===== config.mk =====
export PLATFORM = sky130hd
export DESIGN_NAME = sdram_timing_mon
export DESIGN_NICKNAME = d
export VERILOG_FILES = /design/src/rtl/sdtm_pkg.sv /design/src/rtl/sdtm_decode.sv /design/src/rtl/sdtm_burst.sv /design/src/rtl/sdtm_bank.sv /design/src/rtl/sdram_timing_mon.sv
export SDC_FILE = /design/constraint.sdc
export NUM_CORES = 1
export LEC_CHECK = 0
export ABC_AREA = 1
export BUFFER_PORTS_ARGS = -buffer_cell sky130_fd_sc_hd__buf_2
export CAP_MARGIN = 5
export CORE_ASPECT_RATIO = 0.8
export CORE_MARGIN = 2
export CORE_UTILIZATION = 58
export DETAILED_ROUTE_END_ITERATION = 12
export PLACE_DENSITY = 0.83
export SYNTH_ARGS = -nofsm -noshare
export SYNTH_HDL_FRONTEND = slang
export SYNTH_HIERARCHICAL = 1
export SYNTH_SLANG_ARGS = --single-unit

===== constraint.sdc =====
create_clock -name clk -period 2.9 [get_ports clk]
set_input_delay 0.29 -clock clk [delete_from_list [all_inputs] [get_ports clk]]
set_output_delay 0.29 -clock clk [all_outputs]
set_load 0.02 [all_outputs]

===== src/rtl/sdtm_pkg.sv =====
package sdtm_pkg;

    typedef enum logic [2:0] {
        CMD_NOP,
        CMD_ACT,
        CMD_RD,
        CMD_WR,
        CMD_BST,
        CMD_PRE,
        CMD_REF,
        CMD_MRS
    } cmd_e;

    typedef struct packed {
        cmd_e op;
        logic ap;
    } cmd_t;

    localparam int RL_RCD    = 0;
    localparam int RL_RP     = 1;
    localparam int RL_RRD    = 2;
    localparam int RL_RASMIN = 3;
    localparam int RL_RASMAX = 4;
    localparam int RL_RDL    = 5;
    localparam int RL_DAL    = 6;
    localparam int RL_AP     = 7;
    localparam int RL_STATE  = 8;
    localparam int RL_IDLE   = 9;
    localparam int NRULE     = 10;

    function automatic cmd_e pins_to_cmd(input logic ras_n, input logic cas_n,
                                         input logic we_n);
        case ({ras_n, cas_n, we_n})
            3'b011:  return CMD_ACT;
            3'b101:  return CMD_RD;
            3'b100:  return CMD_WR;
            3'b110:  return CMD_BST;
            3'b010:  return CMD_PRE;
            3'b001:  return CMD_REF;
            3'b000:  return CMD_MRS;
            default: return CMD_NOP;
        endcase
    endfunction

    function automatic int max_int(input int a, input int b);
        return (a > b) ? a : b;
    endfunction

endpackage


===== src/rtl/sdtm_decode.sv =====
module sdtm_decode import sdtm_pkg::*; #(
    parameter int NBANK = 4,
    localparam int BA_W = $clog2(NBANK)
) (
    input  logic             adv,
    input  logic             cs_n,
    input  logic             ras_n,
    input  logic             cas_n,
    input  logic             we_n,
    input  logic [BA_W-1:0]  ba,
    input  logic             a10,
    output cmd_t             cmd,
    output logic [NBANK-1:0] sel
);
    always_comb begin
        cmd.op = CMD_NOP;
        cmd.ap = a10;
        if (adv && !cs_n) begin
            cmd.op = pins_to_cmd(ras_n, cas_n, we_n);
        end
        if (cmd.op == CMD_PRE && a10) begin
            sel = '1;
        end else begin
            sel = NBANK'(1) << ba;
        end
    end
endmodule


===== src/rtl/sdtm_burst.sv =====
module sdtm_burst #(
    parameter int NBANK     = 4,
    parameter int BURST_LEN = 4,
    localparam int BA_W = $clog2(NBANK),
    localparam int RW   = $clog2(BURST_LEN + 1)
) (
    input  logic            clk,
    input  logic            rst,
    input  logic            adv,
    input  logic            col,
    input  logic            col_wr,
    input  logic            col_ap,
    input  logic [BA_W-1:0] col_ba,
    input  logic            bst,
    input  logic            pre,
    input  logic            pre_all,
    output logic            running,
    output logic            run_ap,
    output logic            wbeat,
    output logic [BA_W-1:0] wbeat_ba,
    output logic            close,
    output logic [BA_W-1:0] close_ba,
    output logic            close_wr
);
    localparam logic [RW-1:0] REM_START = RW'(BURST_LEN - 1);

    logic [RW-1:0]   rem;
    logic [BA_W-1:0] cur_ba;
    logic            cur_wr;
    logic            cur_ap;
    logic            pre_hit;
    logic            term;
    logic            cont;

    always_comb begin
        running  = (rem != '0);
        run_ap   = running && cur_ap;
        pre_hit  = pre && (pre_all || col_ba == cur_ba);
        term     = running && (col || bst || pre_hit);
        cont     = running && !term;
        wbeat    = (col && col_wr) || (cont && cur_wr);
        wbeat_ba = col ? col_ba : cur_ba;
        close    = cur_ap && ((cont && rem == RW'(1)) || term);
        close_ba = cur_ba;
        close_wr = cur_wr;
    end

    always_ff @(posedge clk) begin
        if (rst) begin
            rem    <= '0;
            cur_ba <= '0;
            cur_wr <= 1'b0;
            cur_ap <= 1'b0;
        end else if (adv) begin
            if (col) begin
                rem    <= REM_START;
                cur_ba <= col_ba;
                cur_wr <= col_wr;
                cur_ap <= col_ap;
            end else if (term) begin
                rem <= '0;
            end else if (running) begin
                rem <= rem - 1'b1;
            end
        end
    end
endmodule


===== src/rtl/sdtm_bank.sv =====
module sdtm_bank import sdtm_pkg::*; #(
    parameter int CNT_W     = 8,
    parameter int T_RCD     = 3,
    parameter int T_RP      = 3,
    parameter int T_RAS_MIN = 6,
    parameter int T_RAS_MAX = 100,
    parameter int T_RDL     = 2
) (
    input  logic             clk,
    input  logic             rst,
    input  logic             adv,
    input  logic             ev_act,
    input  logic             ev_pre,
    input  logic             ev_col,
    input  logic             ev_wbeat,
    input  logic             ev_close,
    input  logic             close_wr,
    output logic             active,
    output logic [NRULE-1:0] flag
);
    localparam logic [CNT_W-1:0] L_RCD    = CNT_W'(T_RCD);
    localparam logic [CNT_W-1:0] L_RP     = CNT_W'(T_RP);
    localparam logic [CNT_W-1:0] L_RASMIN = CNT_W'(T_RAS_MIN);
    localparam logic [CNT_W-1:0] L_RASMAX = CNT_W'(T_RAS_MAX);
    localparam logic [CNT_W-1:0] L_RDL    = CNT_W'(T_RDL);
    localparam logic [CNT_W-1:0] L_DAL    = CNT_W'(T_RDL + T_RP);
    localparam logic [CNT_W-1:0] ONE      = CNT_W'(1);

    logic             ap_wr;
    logic [CNT_W-1:0] act_cnt;
    logic [CNT_W-1:0] pre_cnt;
    logic [CNT_W-1:0] wd_cnt;

    always_comb begin
        flag            = '0;
        flag[RL_RCD]    = ev_col && active && (act_cnt < L_RCD);
        flag[RL_RP]     = ev_act && !active && !ap_wr && (pre_cnt < L_RP);
        flag[RL_DAL]    = ev_act && !active && ap_wr && (wd_cnt < L_DAL);
        flag[RL_RASMIN] = ev_pre && active && (act_cnt < L_RASMIN);
        flag[RL_RDL]    = ev_pre && active && (wd_cnt < L_RDL);
        flag[RL_RASMAX] = active && !ev_pre && !ev_close && (act_cnt == L_RASMAX);
        flag[RL_STATE]  = (ev_col && !active) || (ev_act && active);
    end

    always_ff @(posedge clk) begin
        if (rst) begin
            active  <= 1'b0;
            ap_wr   <= 1'b0;
            act_cnt <= '1;
            pre_cnt <= '1;
            wd_cnt  <= '1;
        end else if (adv) begin
            act_cnt <= (act_cnt == '1) ? act_cnt : act_cnt + 1'b1;
            pre_cnt <= (pre_cnt == '1) ? pre_cnt : pre_cnt + 1'b1;
            wd_cnt  <= (wd_cnt  == '1) ? wd_cnt  : wd_cnt  + 1'b1;
            if (ev_wbeat) begin
                wd_cnt <= ONE;
            end
            if (ev_pre && active) begin
                active  <= 1'b0;
                ap_wr   <= 1'b0;
                pre_cnt <= ONE;
            end else if (ev_close) begin
                active <= 1'b0;
                ap_wr  <= close_wr;
                if (!close_wr) begin
                    pre_cnt <= ONE;
                end
            end else if (ev_act && !active) begin
                active  <= 1'b1;
                ap_wr   <= 1'b0;
                act_cnt <= ONE;
            end
        end
    end
endmodule


===== src/rtl/sdram_timing_mon.sv =====
module sdram_timing_mon import sdtm_pkg::*; #(
    parameter int NBANK     = 4,
    parameter int BURST_LEN = 4,
    parameter int T_RCD     = 3,
    parameter int T_RP      = 3,
    parameter int T_RRD     = 2,
    parameter int T_RAS_MIN = 6,
    parameter int T_RAS_MAX = 13334,
    parameter int T_RDL     = 2
) (
    input  logic                     clk,
    input  logic                     rst,
    input  logic                     cke,
    input  logic                     cs_n,
    input  logic                     ras_n,
    input  logic                     cas_n,
    input  logic                     we_n,
    input  logic [$clog2(NBANK)-1:0] ba,
    input  logic                     a10,
    output logic [NRULE-1:0]         viol,
    output logic                     err
);
    localparam int BA_W  = $clog2(NBANK);
    localparam int T_TOP = max_int(max_int(T_RAS_MAX, T_RDL + T_RP),
                                   max_int(T_RRD, T_RCD));
    localparam int CNT_W = $clog2(T_TOP + 2);
    localparam logic [CNT_W-1:0] L_RRD = CNT_W'(T_RRD);

    logic             cke_q;
    logic             adv;
    cmd_t             cmd;
    logic [NBANK-1:0] sel;
    logic             col;
    logic             running;
    logic             run_ap;
    logic             wbeat;
    logic [BA_W-1:0]  wbeat_ba;
    logic             close;
    logic [BA_W-1:0]  close_ba;
    logic             close_wr;
    logic [NBANK-1:0] wsel;
    logic [NBANK-1:0] csel;
    logic [NBANK-1:0] active;
    logic [NRULE-1:0] bflag [NBANK];
    logic [CNT_W-1:0] rrd_cnt;
    logic [NRULE-1:0] viol_d;

    assign adv = cke_q;
    assign col = (cmd.op == CMD_RD) || (cmd.op == CMD_WR);

    sdtm_decode #(.NBANK(NBANK)) u_dec (
        .adv   (adv),
        .cs_n  (cs_n),
        .ras_n (ras_n),
        .cas_n (cas_n),
        .we_n  (we_n),
        .ba    (ba),
        .a10   (a10),
        .cmd   (cmd),
        .sel   (sel)
    );

    sdtm_burst #(.NBANK(NBANK), .BURST_LEN(BURST_LEN)) u_burst (
        .clk      (clk),
        .rst      (rst),
        .adv      (adv),
        .col      (col),
        .col_wr   (cmd.op == CMD_WR),
        .col_ap   (cmd.ap),
        .col_ba   (ba),
        .bst      (cmd.op == CMD_BST),
        .pre      (cmd.op == CMD_PRE),
        .pre_all  (cmd.ap),
        .running  (running),
        .run_ap   (run_ap),
        .wbeat    (wbeat),
        .wbeat_ba (wbeat_ba),
        .close    (close),
        .close_ba (close_ba),
        .close_wr (close_wr)
    );

    assign wsel = wbeat ? (NBANK'(1) << wbeat_ba) : '0;
    assign csel = close ? (NBANK'(1) << close_ba) : '0;

    for (genvar g = 0; g < NBANK; g++) begin : g_bank
        sdtm_bank #(
            .CNT_W     (CNT_W),
            .T_RCD     (T_RCD),
            .T_RP      (T_RP),
            .T_RAS_MIN (T_RAS_MIN),
            .T_RAS_MAX (T_RAS_MAX),
            .T_RDL     (T_RDL)
        ) u_bank (
            .clk      (clk),
            .rst      (rst),
            .adv      (adv),
            .ev_act   ((cmd.op == CMD_ACT) && sel[g]),
            .ev_pre   ((cmd.op == CMD_PRE) && sel[g]),
            .ev_col   (col && sel[g]),
            .ev_wbeat (wsel[g]),
            .ev_close (csel[g]),
            .close_wr (close_wr),
            .active   (active[g]),
            .flag     (bflag[g])
        );
    end

    always_comb begin
        viol_d = '0;
        for (int b = 0; b < NBANK; b++) begin
            viol_d = viol_d | bflag[b];
        end
        viol_d[RL_RRD]  = (cmd.op == CMD_ACT) && (rrd_cnt < L_RRD);
        viol_d[RL_AP]   = col && run_ap;
        viol_d[RL_IDLE] = ((cmd.op == CMD_REF) || (cmd.op == CMD_MRS)) && (active != '0);
    end

    always_ff @(posedge clk) begin
        if (rst) begin
            cke_q   <= 1'b1;
            rrd_cnt <= '1;
            viol    <= '0;
        end else begin
            cke_q <= cke;
            viol  <= adv ? viol_d : '0;
            if (adv) begin
                if (cmd.op == CMD_ACT) begin
                    rrd_cnt <= CNT_W'(1);
                end else if (rrd_cnt != '1) begin
                    rrd_cnt <= rrd_cnt + 1'b1;
                end
            end
        end
    end

    assign err = |viol;

    logic unused_running;
    assign unused_running = running;
endmodule


# Yosys cells after proc, flatten, opt, wreduce, memory -nomap -nowiden
# Index checks and enable logic that the tools add are counted.
# totals
output_inout_bits	11
reg_bits	208
# classes
eq_ne	36
addsub	14
order_cmp	21
n_reduce_logical	136
n_shift	3
n_bitwise	4
n_mux	75
# op_table
cell	n
2-to-1 mux 14 bit	42
equality test 14 bit, second input constant	16
adder 14 x 1 -> 14 bit, second input constant	13
< comparator 14 x 2 -> 1 bit, second input constant	13
< comparator 14 x 3 -> 1 bit, second input constant	8
logical AND 1 bit	85
bitwise OR 9 bit	3
2-to-1 mux 1 bit	24
AND reduction 2 bit	11
equality test 3 bit, second input constant	7
case mux 3 bit (7 select lines)	1
logical NOT 1 bit	18
nonzero test 3 bit	6
!= test 14 bit, second input constant	1
equality test 3 x 2 -> 1 bit, second input constant	4
2-to-1 mux 3 bit	4
2-to-1 mux 4 bit	3
<< shifter 1 x 2 -> 4 bit, first input constant	3
logical OR 1 bit	11
OR reduction 10 bit	1
equality test 3 x 1 -> 1 bit, second input constant	3
!= test 2 bit, second input constant	4
nonzero test 4 bit	1
logical NOT 3 bit	1
other kinds (6)	6

# Longest topological paths before layout
# logic_depth
word_depth	20
depth_mapped	22
ltp_nobuf	21

# By module
# The synthesis kept the hierarchy.
# by_module_without_submodules
module	cells_per_inst	seq_area_each_um2	n_inst	area_each_um2
sdtm_bank (g_bank[0].u_bank ...)	472	880.8	3	2952.8
sdtm_bank (g_bank[2].u_bank)	471	880.8	1	2902.8
sdram_timing_mon	223	500.5	1	1435.1
sdtm_burst	68	140.1	1	452.9
sdtm_decode	24	0.0	1	127.6

# Worst setup path after synthesis
# Ideal clock, no wire load.
# synth_path
path_kind	flip-flop to flip-flop
start	register cke_q, in the netlist adv
end	register g_bank[2].u_bank.pre_cnt[2]
setup_time_ps	120
period_less_slack_ps	3001
stages_incl_launch_ff	19
path_slack_ps	-101
arrival_ps	2882
required_time_ps	2780
path_cell_list	dfxtp_1 -> inv_1 -> nor2_2 -> inv_1 -> a211oi_1 -> inv_1 -> nor3_1 -> nor2_8 -> nand3_1 -> nand2_1 -> inv_1 -> inv_1 -> nor3_1 -> inv_1 -> o21ai_0 -> nor2_1 -> buf_2 -> o211ai_1 -> nand2_1
# synth_lines
item	line	source
start: declaration	sdram_timing_mon.sv:29	logic cke_q;
start signal: assignment	sdram_timing_mon.sv:125	cke_q <= cke;
end signal: assignment	sdtm_bank.sv:54	pre_cnt <= (pre_cnt == '1) ? pre_cnt : pre_cnt + 1'b1;
end: declaration	sdtm_bank.sv:31	logic [CNT_W-1:0] pre_cnt;

==> results.ini <==
[grt]
grt_overflow=0
grt_pass1_vias=12812
antenna_found_initial=0
grt_pass1_wl_um=59200
grt_max_degree=77
grt_use_total_pct=27.8

[sta]
whs_ns=0.0436
max_slew.worst_pin.slew_ns=0.896
fin_skew_ns=0.0123
setup_viol=0
relSlewSlack_pct=40.3
min_period_over_period_pct=95.9
hold_viol_final=0
worst_slack_ns=0.120
fin_crit_ns=2.78
rsz0062_at_grt=yes
fmax_mhz=360
slew_viol_final=0

[placement]
dpl.hpwl_um=24700
dpl_worst_slack_ns=-0.156
portBuffers=20
gp_congestion=0.970

[synthesis]
syn-instance-count=2186
ys_warn_count=6
syn-cell-area_um2=13700
syn_area_per_cell_um2=6.25
syn_nets=2220

[route]
wl_um=35200
post_drt_via_cell_ratio=5.61
wirelength_met1_um=15600
met3WireLength_um=2460
drtPass1Iterations=5
highest_layer=met4
routedWlPerCell_um=13.8
drc=0
final_antenna_net_count=0
drtIter0Drc=1484
dr_wl_met2_um=16000
vias=14313

[final_layout]
final_cell_mix=nand2_1 (628), inv_1 (257), nand3_1 (256), nor2_1 (212), dfxtp_1 (207)
antenna_cells=0
multiInputGateArea_um2=8270
fill_cells=2063
seqCellArea_um2=4170
layout.nets=2255
syn_to_final_growth_pct=11.4
mostFrequentLayoutCell=nand2_1
drive_above_1_share_pct=9.92

[worst_setup_path]
worstSetupPathType=reg -> reg
critPathArrivalTime_ns=3.16
cpMaxStageDelayCell=dfxtp_4
critPathTopFamily=buffers and inverters
setup.worst_path.start=adv$_SDFF_PP1_
r2r-start=adv$_SDFF_PP1_
required_ns=3.28
worstPathCellList=inv_1 -> nor2_2 -> inv_2 -> a211oi_2 -> nor2_1 -> buf_4 -> buf_6 -> o21ai_1 -> inv_1 -> nor3_2 -> buf_4 -> clkinvlp_4 -> a21oi_4 -> buf_4 -> nand2_1 -> nand3_1 -> nand2_1
start_kind=register
crit_buf_inv=8
slowest_delay_ns=0.34
crit_fanout=9
cp_common_cell=buf_4
worstSetupEndpointType=register

[die]
core_region_area_um2=23300
num_rows=50
fp.dieW_um=176
die_h_um=141
start_util_pct=58.7
dieArea_um2=24800
pin_count=21

[power_and_ir_drop]
power_frac_seq_pct=33.7
ir_worst_vdd_v=0.000580
power-per-cell-area_nw_per_um2=855
switchingPower_mw=5.43
p_comb_share_pct=40.1
switching_share_pct=41.7
intPower_mw=7.59
pwr-share-clk_pct=26.2
power_leakage_nw=8.03

[clocking]
clock_path_buffers=3
clk_pin_slew_ns=0.06
ctsHoldBuffers=0
cts_made_buffers=24
cts-htree-levels=1
cts-root-buf=clkbuf_16
cts_sinks=208
cts_tree=done
clkLatencyLatePin_ns=0.52

[run_status]
outcome=complete, no violations

[hold_path]
hp-class=in -> reg
min-delay-start=cke

[flow_run]
drv_cap=0

-- power groups by stage --
stage                     sequential, mW  clock [mW]  combinational, mW
after floorplan                     4.14           0               4.40
after global placement              4.38           0               4.89
after detailed placement            4.40           0               5.07
after CTS                           4.35        3.47               5.13
after global routing                4.50        3.59               6.01
final                               4.39        3.41               5.22
-- stage by stage --
stage | std cells | power (mW) | setup TNS (ns) | instance area [µm²] | utilization (%)
after global routing | 2551 | 14.1 | -1.29 | 15200 | 65.5
after detailed placement | 2505 | 9.46 | -1.84 | 14200 | 60.9
after floorplan | 2186 | 8.54 | 0 | 13700 | -
final | 2551 | 13.0 | 0 | 15200 | 65.5
after CTS | 2549 | 12.9 | 0 | 15100 | 64.9
after global placement | 2505 | 9.27 | -0.825 | 14200 | 60.9
-- final cells by class --
class / instances / area share (%)
Clock buffer: 34 / 4.72
Clock inverter: 10 / 1.17
Inverter: 267 / 6.60
Multi-Input combinational cell: 1647 / 54.3
Sequential cell: 208 / 27.4
Tap cell: 312 / 2.56
Timing Repair Buffer: 73 / 3.31
-- worst paths after layout --
| kind | endpoint | slack (ns) | cells after the start |
|---|---|---|---|
| setup / recovery | g_bank[3].u_bank/wd_cnt[12]$_SDFFE_PP1P_ | 0.12 | 17 |
| setup reg to reg | g_bank[3].u_bank/wd_cnt[12]$_SDFFE_PP1P_ | 0.12 | 17 |
| hold reg to reg | u_burst/cur_ap$_SDFFE_PP0P_ | 0.46 | 2 |
| hold / removal | adv$_SDFF_PP1_ | 0.04 | 2 |
-- per-layer routing --
metal / GRT usage (%) / vias up
met3: 3.38 / 85
met2: 46.2 / 507
met1: 37.8 / 6524
met4: 9.26 / 0
met5: 0 / -
li1: - / 7197
-- sequential cells by signal, indices dropped and copies added (netlist names) --
name,cells
rrd_cnt,14
g_bank.u_bank/wd_cnt,56
g_bank.u_bank/ap_wr,4
u_burst/close_wr,1
adv,1
u_burst/rem,3
g_bank.u_bank/active,4
g_bank.u_bank/act_cnt,56
u_burst/cur_ap,1
g_bank.u_bank/pre_cnt,56
viol,10
u_burst/close_ba,2
-- repair_timing --
item                                    CTS  global route
resized for setup                         5            37
setup buffers                             0             2
pin swaps                                 0             7
endpoints found under the setup margin   22           146
No activity file was read; power rests on OpenSTA's default activity.
